==> src/rtl/useq_pkg.sv <==
package useq_pkg;

   // Sequencing codes carried by the micro-instruction
   localparam logic [3:0] SQ_INLINE  = 4'b0000;
   localparam logic [3:0] SQ_JUMP    = 4'b0001;
   localparam logic [3:0] SQ_REPEAT  = 4'b0010;
   localparam logic [3:0] SQ_LOOP    = 4'b0011;
   localparam logic [3:0] SQ_CALL    = 4'b0101;
   localparam logic [3:0] SQ_RET     = 4'b0110;
   localparam logic [3:0] SQ_BR_TYPE = 4'b1000;
   localparam logic [3:0] SQ_BR_FUNC = 4'b1001;
   localparam logic [3:0] SQ_BR_CPU  = 4'b1100;
   localparam logic [3:0] SQ_BR_LZ   = 4'b1101;

   // Address multiplexer selects
   typedef enum logic [1:0] {
      AM_NONE   = 2'b00,
      AM_INC    = 2'b01,
      AM_BRANCH = 2'b10,
      AM_STACK  = 2'b11
   } amux_e;

   typedef struct packed {
      amux_e sel;
      logic  inc_en;
      logic  push;
      logic  pop;
      logic  load_lc;
      logic  dec_lc;
   } seq_ctl_t;

endpackage

==> src/rtl/useq_cond_eval.sv <==
module useq_cond_eval
   import useq_pkg::*;
#(
   parameter int FVAL_W = 4,
   parameter int TYPE_W = 3,
   parameter int FUNC_W = 4
) (
   input  logic [3:0]        seq_code,
   input  logic [FVAL_W-1:0] fval,
   input  logic              flag_z,
   input  logic              flag_s,
   input  logic              flag_c,
   input  logic              flag_o,
   input  logic [TYPE_W-1:0] itype,
   input  logic [FUNC_W-1:0] ifunc,
   input  logic              lz,
   output logic              taken
);

   localparam int TPAD = FVAL_W - TYPE_W;
   localparam int FPAD = FVAL_W - FUNC_W;
   localparam int CPAD = FVAL_W - 4;
   localparam int LPAD = FVAL_W - 1;

   logic [FVAL_W-1:0] type_grp;
   logic [FVAL_W-1:0] func_grp;
   logic [FVAL_W-1:0] cpu_grp;
   logic [FVAL_W-1:0] lz_grp;
   logic [FVAL_W-1:0] sel_grp;
   logic              is_cond;

   initial begin
      assert (TYPE_W >= 1 && TYPE_W <= FVAL_W) else $error("TYPE_W out of range");
      assert (FUNC_W >= 1 && FUNC_W <= FVAL_W) else $error("FUNC_W out of range");
      assert (FVAL_W >= 4) else $error("FVAL_W must hold four CPU flags");
   end

   // Narrow groups get their spare high positions driven to 1
   generate
      if (TPAD > 0) begin : g_type_pad
         assign type_grp = {{TPAD{1'b1}}, itype};
      end else begin : g_type_full
         assign type_grp = itype;
      end
      if (FPAD > 0) begin : g_func_pad
         assign func_grp = {{FPAD{1'b1}}, ifunc};
      end else begin : g_func_full
         assign func_grp = ifunc;
      end
      if (CPAD > 0) begin : g_cpu_pad
         assign cpu_grp = {{CPAD{1'b1}}, flag_z, flag_s, flag_c, flag_o};
      end else begin : g_cpu_full
         assign cpu_grp = {flag_z, flag_s, flag_c, flag_o};
      end
   endgenerate

   assign lz_grp = {{LPAD{1'b1}}, lz};

   always_comb begin
      sel_grp = '0;
      is_cond = 1'b1;
      case (seq_code)
         SQ_BR_TYPE: sel_grp = type_grp;
         SQ_BR_FUNC: sel_grp = func_grp;
         SQ_BR_CPU:  sel_grp = cpu_grp;
         SQ_BR_LZ:   sel_grp = lz_grp;
         default:    is_cond = 1'b0;
      endcase
   end

   assign taken = is_cond && (sel_grp == fval);

endmodule

==> src/rtl/useq_decode.sv <==
module useq_decode
   import useq_pkg::*;
(
   input  logic     [3:0] seq_code,
   input  logic           taken,
   input  logic           stk_full,
   input  logic           stk_empty,
   input  logic           lz,
   output seq_ctl_t       ctl,
   output logic           ovf,
   output logic           unf
);

   always_comb begin
      ctl.sel     = AM_INC;
      ctl.inc_en  = 1'b1;
      ctl.push    = 1'b0;
      ctl.pop     = 1'b0;
      ctl.load_lc = 1'b0;
      ctl.dec_lc  = 1'b0;
      ovf         = 1'b0;
      unf         = 1'b0;
      case (seq_code)
         SQ_JUMP:   ctl.sel = AM_BRANCH;
         SQ_REPEAT: ctl.inc_en = 1'b0;
         SQ_LOOP:   ctl.load_lc = 1'b1;
         SQ_CALL: begin
            if (stk_full) begin
               ctl.inc_en = 1'b0;
               ovf        = 1'b1;
            end else begin
               ctl.sel  = AM_BRANCH;
               ctl.push = 1'b1;
            end
         end
         SQ_RET: begin
            if (stk_empty) begin
               ctl.inc_en = 1'b0;
               unf        = 1'b1;
            end else begin
               ctl.sel = AM_STACK;
               ctl.pop = 1'b1;
            end
         end
         SQ_BR_TYPE, SQ_BR_FUNC, SQ_BR_CPU: begin
            if (taken) ctl.sel = AM_BRANCH;
         end
         SQ_BR_LZ: begin
            if (taken) begin
               ctl.sel    = AM_BRANCH;
               ctl.dec_lc = !lz;
            end
         end
         default: ;
      endcase
   end

endmodule

==> src/rtl/useq_ret_stack.sv <==
module useq_ret_stack #(
   parameter int AW    = 8,
   parameter int DEPTH = 4
) (
   input  logic          clk,
   input  logic          rst_n,
   input  logic          push,
   input  logic          pop,
   input  logic [AW-1:0] push_data,
   output logic [AW-1:0] top,
   output logic          full,
   output logic          empty
);

   localparam int CW = $clog2(DEPTH + 1);

   logic [CW-1:0] cnt;
   logic [AW-1:0] mem [DEPTH];

   initial begin
      assert (DEPTH >= 1 && DEPTH <= 64) else $error("DEPTH out of range");
   end

   assign full  = (cnt == CW'(DEPTH));
   assign empty = (cnt == '0);

   always_ff @(posedge clk or negedge rst_n) begin
      if (!rst_n) begin
         cnt <= '0;
      end else if (push && !full) begin
         cnt <= cnt + CW'(1);
      end else if (pop && !empty) begin
         cnt <= cnt - CW'(1);
      end
   end

   generate
      for (genvar i = 0; i < DEPTH; i++) begin : g_entry
         always_ff @(posedge clk or negedge rst_n) begin
            if (!rst_n) begin
               mem[i] <= '0;
            end else if (push && !full && (cnt == CW'(i))) begin
               mem[i] <= push_data;
            end
         end
      end
   endgenerate

   always_comb begin
      top = '0;
      for (int i = 0; i < DEPTH; i++) begin
         if (cnt == CW'(i + 1)) top = mem[i];
      end
   end

   AST_FULL_NO_PUSH: assert property (@(posedge clk) disable iff (!rst_n)
      full |-> !push);
   AST_PUSH_GROWS: assert property (@(posedge clk) disable iff (!rst_n)
      push |=> (cnt == $past(cnt) + CW'(1)));
   AST_POP_SHRINKS: assert property (@(posedge clk) disable iff (!rst_n)
      (pop && !push) |=> (cnt == $past(cnt) - CW'(1)));
   AST_EMPTY_NO_POP: assert property (@(posedge clk) disable iff (!rst_n)
      empty |-> !pop);

endmodule

==> src/rtl/useq_loop_ctr.sv <==
module useq_loop_ctr #(
   parameter int LOOP_W = 4
) (
   input  logic              clk,
   input  logic              rst_n,
   input  logic              load,
   input  logic [LOOP_W-1:0] load_val,
   input  logic              dec,
   output logic              lz
);

   logic [LOOP_W-1:0] cnt;

   initial begin
      assert (LOOP_W >= 1) else $error("LOOP_W must be positive");
   end

   always_ff @(posedge clk or negedge rst_n) begin
      if (!rst_n) begin
         cnt <= '0;
      end else if (load) begin
         cnt <= load_val;
      end else if (dec && (cnt != '0)) begin
         cnt <= cnt - LOOP_W'(1);
      end
   end

   assign lz = (cnt == '0);

   AST_LOAD_VALUE: assert property (@(posedge clk) disable iff (!rst_n)
      load |=> (lz == ($past(load_val) == '0)));
   AST_DEC_ONLY_NONZERO: assert property (@(posedge clk) disable iff (!rst_n)
      dec |-> !lz);
   AST_IDLE_STABLE: assert property (@(posedge clk) disable iff (!rst_n)
      (!load && !dec) |=> $stable(lz));

endmodule

==> src/rtl/useq_next_addr.sv <==
module useq_next_addr
   import useq_pkg::*;
#(
   parameter int AW        = 8,
   parameter int FVAL_W    = 4,
   parameter int TYPE_W    = 3,
   parameter int FUNC_W    = 4,
   parameter int STK_DEPTH = 4,
   parameter int LOOP_W    = 4
) (
   input  logic              clk,
   input  logic              rst_n,
   input  logic [3:0]        seq_code,
   input  logic [FVAL_W-1:0] fval,
   input  logic [AW-1:0]     br_addr,
   input  logic              flag_z,
   input  logic              flag_s,
   input  logic              flag_c,
   input  logic              flag_o,
   input  logic [TYPE_W-1:0] itype,
   input  logic [FUNC_W-1:0] ifunc,
   output logic [AW-1:0]     csar,
   output logic              stk_ovf,
   output logic              stk_unf
);

   seq_ctl_t      ctl;
   logic          taken;
   logic          lz;
   logic          stk_full;
   logic          stk_empty;
   logic [AW-1:0] stk_top;
   logic [AW-1:0] upc;
   logic [AW-1:0] next_addr;

   initial begin
      assert (LOOP_W <= AW) else $error("LOOP_W exceeds AW");
      assert (AW >= 2) else $error("AW too small");
   end

   useq_cond_eval #(
      .FVAL_W (FVAL_W),
      .TYPE_W (TYPE_W),
      .FUNC_W (FUNC_W)
   ) u_cond (
      .seq_code (seq_code),
      .fval     (fval),
      .flag_z   (flag_z),
      .flag_s   (flag_s),
      .flag_c   (flag_c),
      .flag_o   (flag_o),
      .itype    (itype),
      .ifunc    (ifunc),
      .lz       (lz),
      .taken    (taken)
   );

   useq_decode u_dec (
      .seq_code  (seq_code),
      .taken     (taken),
      .stk_full  (stk_full),
      .stk_empty (stk_empty),
      .lz        (lz),
      .ctl       (ctl),
      .ovf       (stk_ovf),
      .unf       (stk_unf)
   );

   // Incremented micro-PC; a repeat suppresses the increment
   assign upc = ctl.inc_en ? (csar + AW'(1)) : csar;

   useq_ret_stack #(
      .AW    (AW),
      .DEPTH (STK_DEPTH)
   ) u_stack (
      .clk       (clk),
      .rst_n     (rst_n),
      .push      (ctl.push),
      .pop       (ctl.pop),
      .push_data (csar + AW'(1)),
      .top       (stk_top),
      .full      (stk_full),
      .empty     (stk_empty)
   );

   useq_loop_ctr #(
      .LOOP_W (LOOP_W)
   ) u_loop (
      .clk      (clk),
      .rst_n    (rst_n),
      .load     (ctl.load_lc),
      .load_val (br_addr[LOOP_W-1:0]),
      .dec      (ctl.dec_lc),
      .lz       (lz)
   );

   always_comb begin
      case (ctl.sel)
         AM_INC:    next_addr = upc;
         AM_BRANCH: next_addr = br_addr;
         AM_STACK:  next_addr = stk_top;
         default:   next_addr = csar;
      endcase
   end

   always_ff @(posedge clk or negedge rst_n) begin
      if (!rst_n) csar <= '0;
      else        csar <= next_addr;
   end

   AST_INLINE_STEP: assert property (@(posedge clk) disable iff (!rst_n)
      (seq_code == SQ_INLINE) |=> (csar == $past(csar) + AW'(1)));
   AST_REPEAT_HOLD: assert property (@(posedge clk) disable iff (!rst_n)
      (seq_code == SQ_REPEAT) |=> $stable(csar));
   AST_JUMP_TARGET: assert property (@(posedge clk) disable iff (!rst_n)
      (seq_code == SQ_JUMP) |=> (csar == $past(br_addr)));
   AST_RET_TARGET: assert property (@(posedge clk) disable iff (!rst_n)
      (seq_code == SQ_RET && !stk_empty) |=> (csar == $past(stk_top)));
   AST_OVF_HOLD: assert property (@(posedge clk) disable iff (!rst_n)
      stk_ovf |=> $stable(csar));
   AST_UNF_HOLD: assert property (@(posedge clk) disable iff (!rst_n)
      stk_unf |=> $stable(csar));
   AST_ERR_EXCL: assert property (@(posedge clk) disable iff (!rst_n)
      $onehot0({stk_ovf, stk_unf}));

endmodule

==> config.mk <==
export PLATFORM = sky130hd
export DESIGN_NAME = useq_next_addr
export DESIGN_NICKNAME = d
export VERILOG_FILES = /design/src/rtl/useq_pkg.sv /design/src/rtl/useq_cond_eval.sv /design/src/rtl/useq_decode.sv /design/src/rtl/useq_ret_stack.sv /design/src/rtl/useq_loop_ctr.sv /design/src/rtl/useq_next_addr.sv
export SDC_FILE = /design/constraint.sdc
export NUM_CORES = 1
export LEC_CHECK = 0
export BUFFER_PORTS_ARGS = -buffer_cell sky130_fd_sc_hd__buf_2
export CORE_AREA = 2 2 104 106
export DETAILED_ROUTE_END_ITERATION = 7
export DIE_AREA = 0 0 106 108
export PLACE_DENSITY_LB_ADDON = 0.08
export SYNTH_ARGS = -nofsm -noshare
export SYNTH_HDL_FRONTEND = slang
export SYNTH_HIERARCHICAL = 1
export SYNTH_SLANG_ARGS = --single-unit
==> constraint.sdc <==
create_clock -name clk -period 6.16 [get_ports clk]
set_input_delay 0.924 -clock clk [delete_from_list [all_inputs] [get_ports clk]]
set_output_delay 0.924 -clock clk [all_outputs]
set_load 0.005 [all_outputs]
==> results.json <==
{
  "dieArea_sq_um": 11400,
  "ant_nets": 0,
  "path_cells": "inv_1, ha_1, nand2_1, inv_1, nand2_1, nand3b_1, a21o_1, nand2_1, o31a_1, o31a_1",
  "drt_iter0_drc": 90,
  "die_height_um": 108,
  "dp_slack_ps": 2520,
  "required_ps": 6360,
  "rows": 37,
  "synth_compound_area_share_pct": 14.2,
  "synth-adder-area-share_pct": 3.32,
  "grt_max_degree": 48,
  "syn_area_sq_um": 3010,
  "vias": 2264,
  "finalHoldViolCount": 0,
  "cts_tree": "built",
  "postCtsSetupRepairBufs": 0,
  "worst-path-buf-inv": 2,
  "cts_max_level": 2,
  "routed_via_density": 4.95,
  "synthCells": 286,
  "die_w_um": 106,
  "syn2layout_area_growth_pct": 12.1,
  "ios": 39,
  "p_leak_nw": 1.50,
  "synth-seq-area-share_pct": 39.0,
  "yosys-top-cells-count": "47 x dfrtp_1, 34 x mux2_2, 17 x nor2_1",
  "synth-seq-cells": 47,
  "ir_worst_vdd_v": 0.000149,
  "cp-start-kind": "flop",
  "endpoint_kind": "flop",
  "synth_simple_gate_area_share_pct": 17.4,
  "fin_area_sq_um": 3380,
  "p_per_area_nw_per_um2": 405,
  "crit_path_max_incr_delay_ps": 580,
  "drc": 0,
  "dpl_cell_area_sq_um": 3260,
  "setup_violations": 0,
  "fin_skew_ps": 8.78,
  "worst_path_dominant_cell_family": "compound AO/OA/AOI/OAI gates",
  "num_antenna_cells": 0,
  "yosysTopAreaCell": "dfrtp_1",
  "drt-pass1-iter-count": 4,
  "grt_overflow": 0,
  "synthArstFlopShare_pct": 100,
  "slowest_stage": "ha_1",
  "synth_warnings": 6,
  "clock_path_buffers": 2,
  "fin_cells": 457,
  "initial_core_util_pct": 29.4,
  "synth-edff-count": 0,
  "slew_violations": 0,
  "max-slew-margin-rel_pct": 42.3,
  "grt_pass1_vias": 2314,
  "cts_sinks": 47,
  "gp_congestion": 0.744,
  "cp.arrival_ps": 3720,
  "yosysMostFrequentCell": "dfrtp_1",
  "max-cap-violations": 0,
  "port_buffers": 38,
  "clk-insertion-delay-late_ps": 310,
  "synthFlopType": "dfrtp_1",
  "netlist.area_leader.share_pct": 39.0,
  "wl_mm": 7.54,
  "grt_pass1_wl_mm": 12.2,
  "setup-tns-final_ps": 0,
  "holdBufCountCts": 0,
  "cts_buffers": 5,
  "nNetsFinal": 357,
  "crit_top_cell": "nand2_1",
  "track_usage_pct": 13.8,
  "utilization_pct": 33.0,
  "status": "finished, final reports clean",
  "avgSynthCellArea_sq_um": 10.5,
  "synth_top_family_by_area": "simple AND/OR/NAND/NOR gates",
  "cts_root_buffer": "clkbuf_8",
  "period_needed_ps": 3520,
  "worstSetupPathType": "reg2reg",
  "total_power_mw": 1.37,
  "dpl.cell_count": 449,
  "hold_ws_ps": 514,
  "syn_nets": 323,
  "clock.fmax_mhz": 284,
  "fill_cells": 1047,
  "hpwlAfterDp_mm": 5.36,
  "core-area_sq_um": 10200,
  "synthMuxAreaShare_pct": 16.4,
  "cts_resized": 0,
  "post-route-period-util_pct": 57.1,
  "worst-path-max-fanout": 15,
  "setup_slack_ps": 2640,
  "routedWlPerCell_um": 16.5,
  "synth-xor-area-share_pct": 3.78,
  "synthTopCellsByArea": "dfrtp_1 39%, mux2_2 13%, ha_1 3.3%",
  "hold_class": "reg2reg",
  "tightest_slew_ps": 865,
  "drive_gt1_share_pct": 29.6,
  "ys_types": 55,
  "rsz0062_at_grt": "no",
  "cts.clk_slew.worst_paths_ps": 100,
  "antenna_found_initial": 0
}
## final timing paths
check,start,endpoint,slack (ps),depth (start not counted)
worst min-delay path,u_stack/mem[2]$_DFFE_PN0P_,u_stack/mem[2]$_DFFE_PN0P_,510,1
min in group asynchronous,rst_n,u_stack/mem[26]$_DFFE_PN0P_,710,2
worst max register to register,u_stack/cnt[0]$_DFFE_PN0P_,csar[7]$_DFFE_PN0P_,2640,10
max in group asynchronous,rst_n,u_stack/mem[24]$_DFFE_PN0P_,5000,2
worst max-delay path,u_stack/cnt[0]$_DFFE_PN0P_,csar[7]$_DFFE_PN0P_,2640,10
worst min register to register,u_stack/mem[2]$_DFFE_PN0P_,u_stack/mem[2]$_DFFE_PN0P_,510,1
## power breakdown
part           internal [mW]  leakage, nW  switching [mW]
clock                  0.123       0.0548           0.119
combinational          0.258        0.848           0.311
sequential             0.434        0.598           0.125
total                  0.815         1.50           0.555
## cell type report
class / instances / area [sq um] / area share, %
Sequential cell: 47 / 1180 / 34.8
Multi-Input combinational cell: 212 / 1660 / 49.2
Inverter: 15 / 56.3 / 1.67
Clock buffer: 5 / 68.8 / 2.04
Tap cell: 136 / 170 / 5.04
Timing Repair Buffer: 39 / 198 / 5.85
Clock inverter: 3 / 46.3 / 1.37
## sequential cells by signal (all words and copies together) (netlist names)
register / count
u_stack/mem: 32
csar: 8
u_loop/cnt: 4
u_stack/cnt: 3
## layer usage
metal | part of all wire (%) | GRT usage, %
met1 | 50 | 18.5
met2 | 47 | 23.5
met3 | 2.3 | 2.23
met4 | 0.62 | 3.29
met5 | 0 | 0
## cell families (layout without fill, tap and decap cells)
group / after synthesis / in the layout
adders and majority gates: 8 / 8
AOI/OAI and AO/OA: 59 / 59
and+or+nand+nor: 88 / 88
buffers and inverters: 27 / 62
DFF: 47 / 47
xor gates and xnor gates: 13 / 13
muxes: 44 / 44
## placed cells by master (no fill, tap or decap), drive strengths merged, types with 4 or more instances in the layout
| cell type | count |
|---|---|
| o31a | 8 |
| ha | 8 |
| xor2 | 5 |
| nor2 | 17 |
| mux2i | 10 |
| nand3 | 12 |
| a21oi | 14 |
| a222oi | 7 |
| dfrtp | 47 |
| nor3 | 6 |
| clkbuf | 5 |
| xnor2 | 8 |
| nand2b | 7 |
| nand2 | 20 |
| a211oi | 6 |
| mux2 | 34 |
| inv | 16 |
| nor3b | 4 |
| buf | 39 |
| o21ai | 7 |
## worst reg2reg max path: stages, from the launching register on
cell      delay (ps)
dfrtp_1          410
inv_1            140
ha_1             580
nand2_1          420
inv_1            200
nand2_1          110
nand3b_1         100
a21o_1           460
nand2_1          390
o31a_1           340
o31a_1           270
No activity file was read; power rests on OpenSTA's default activity.
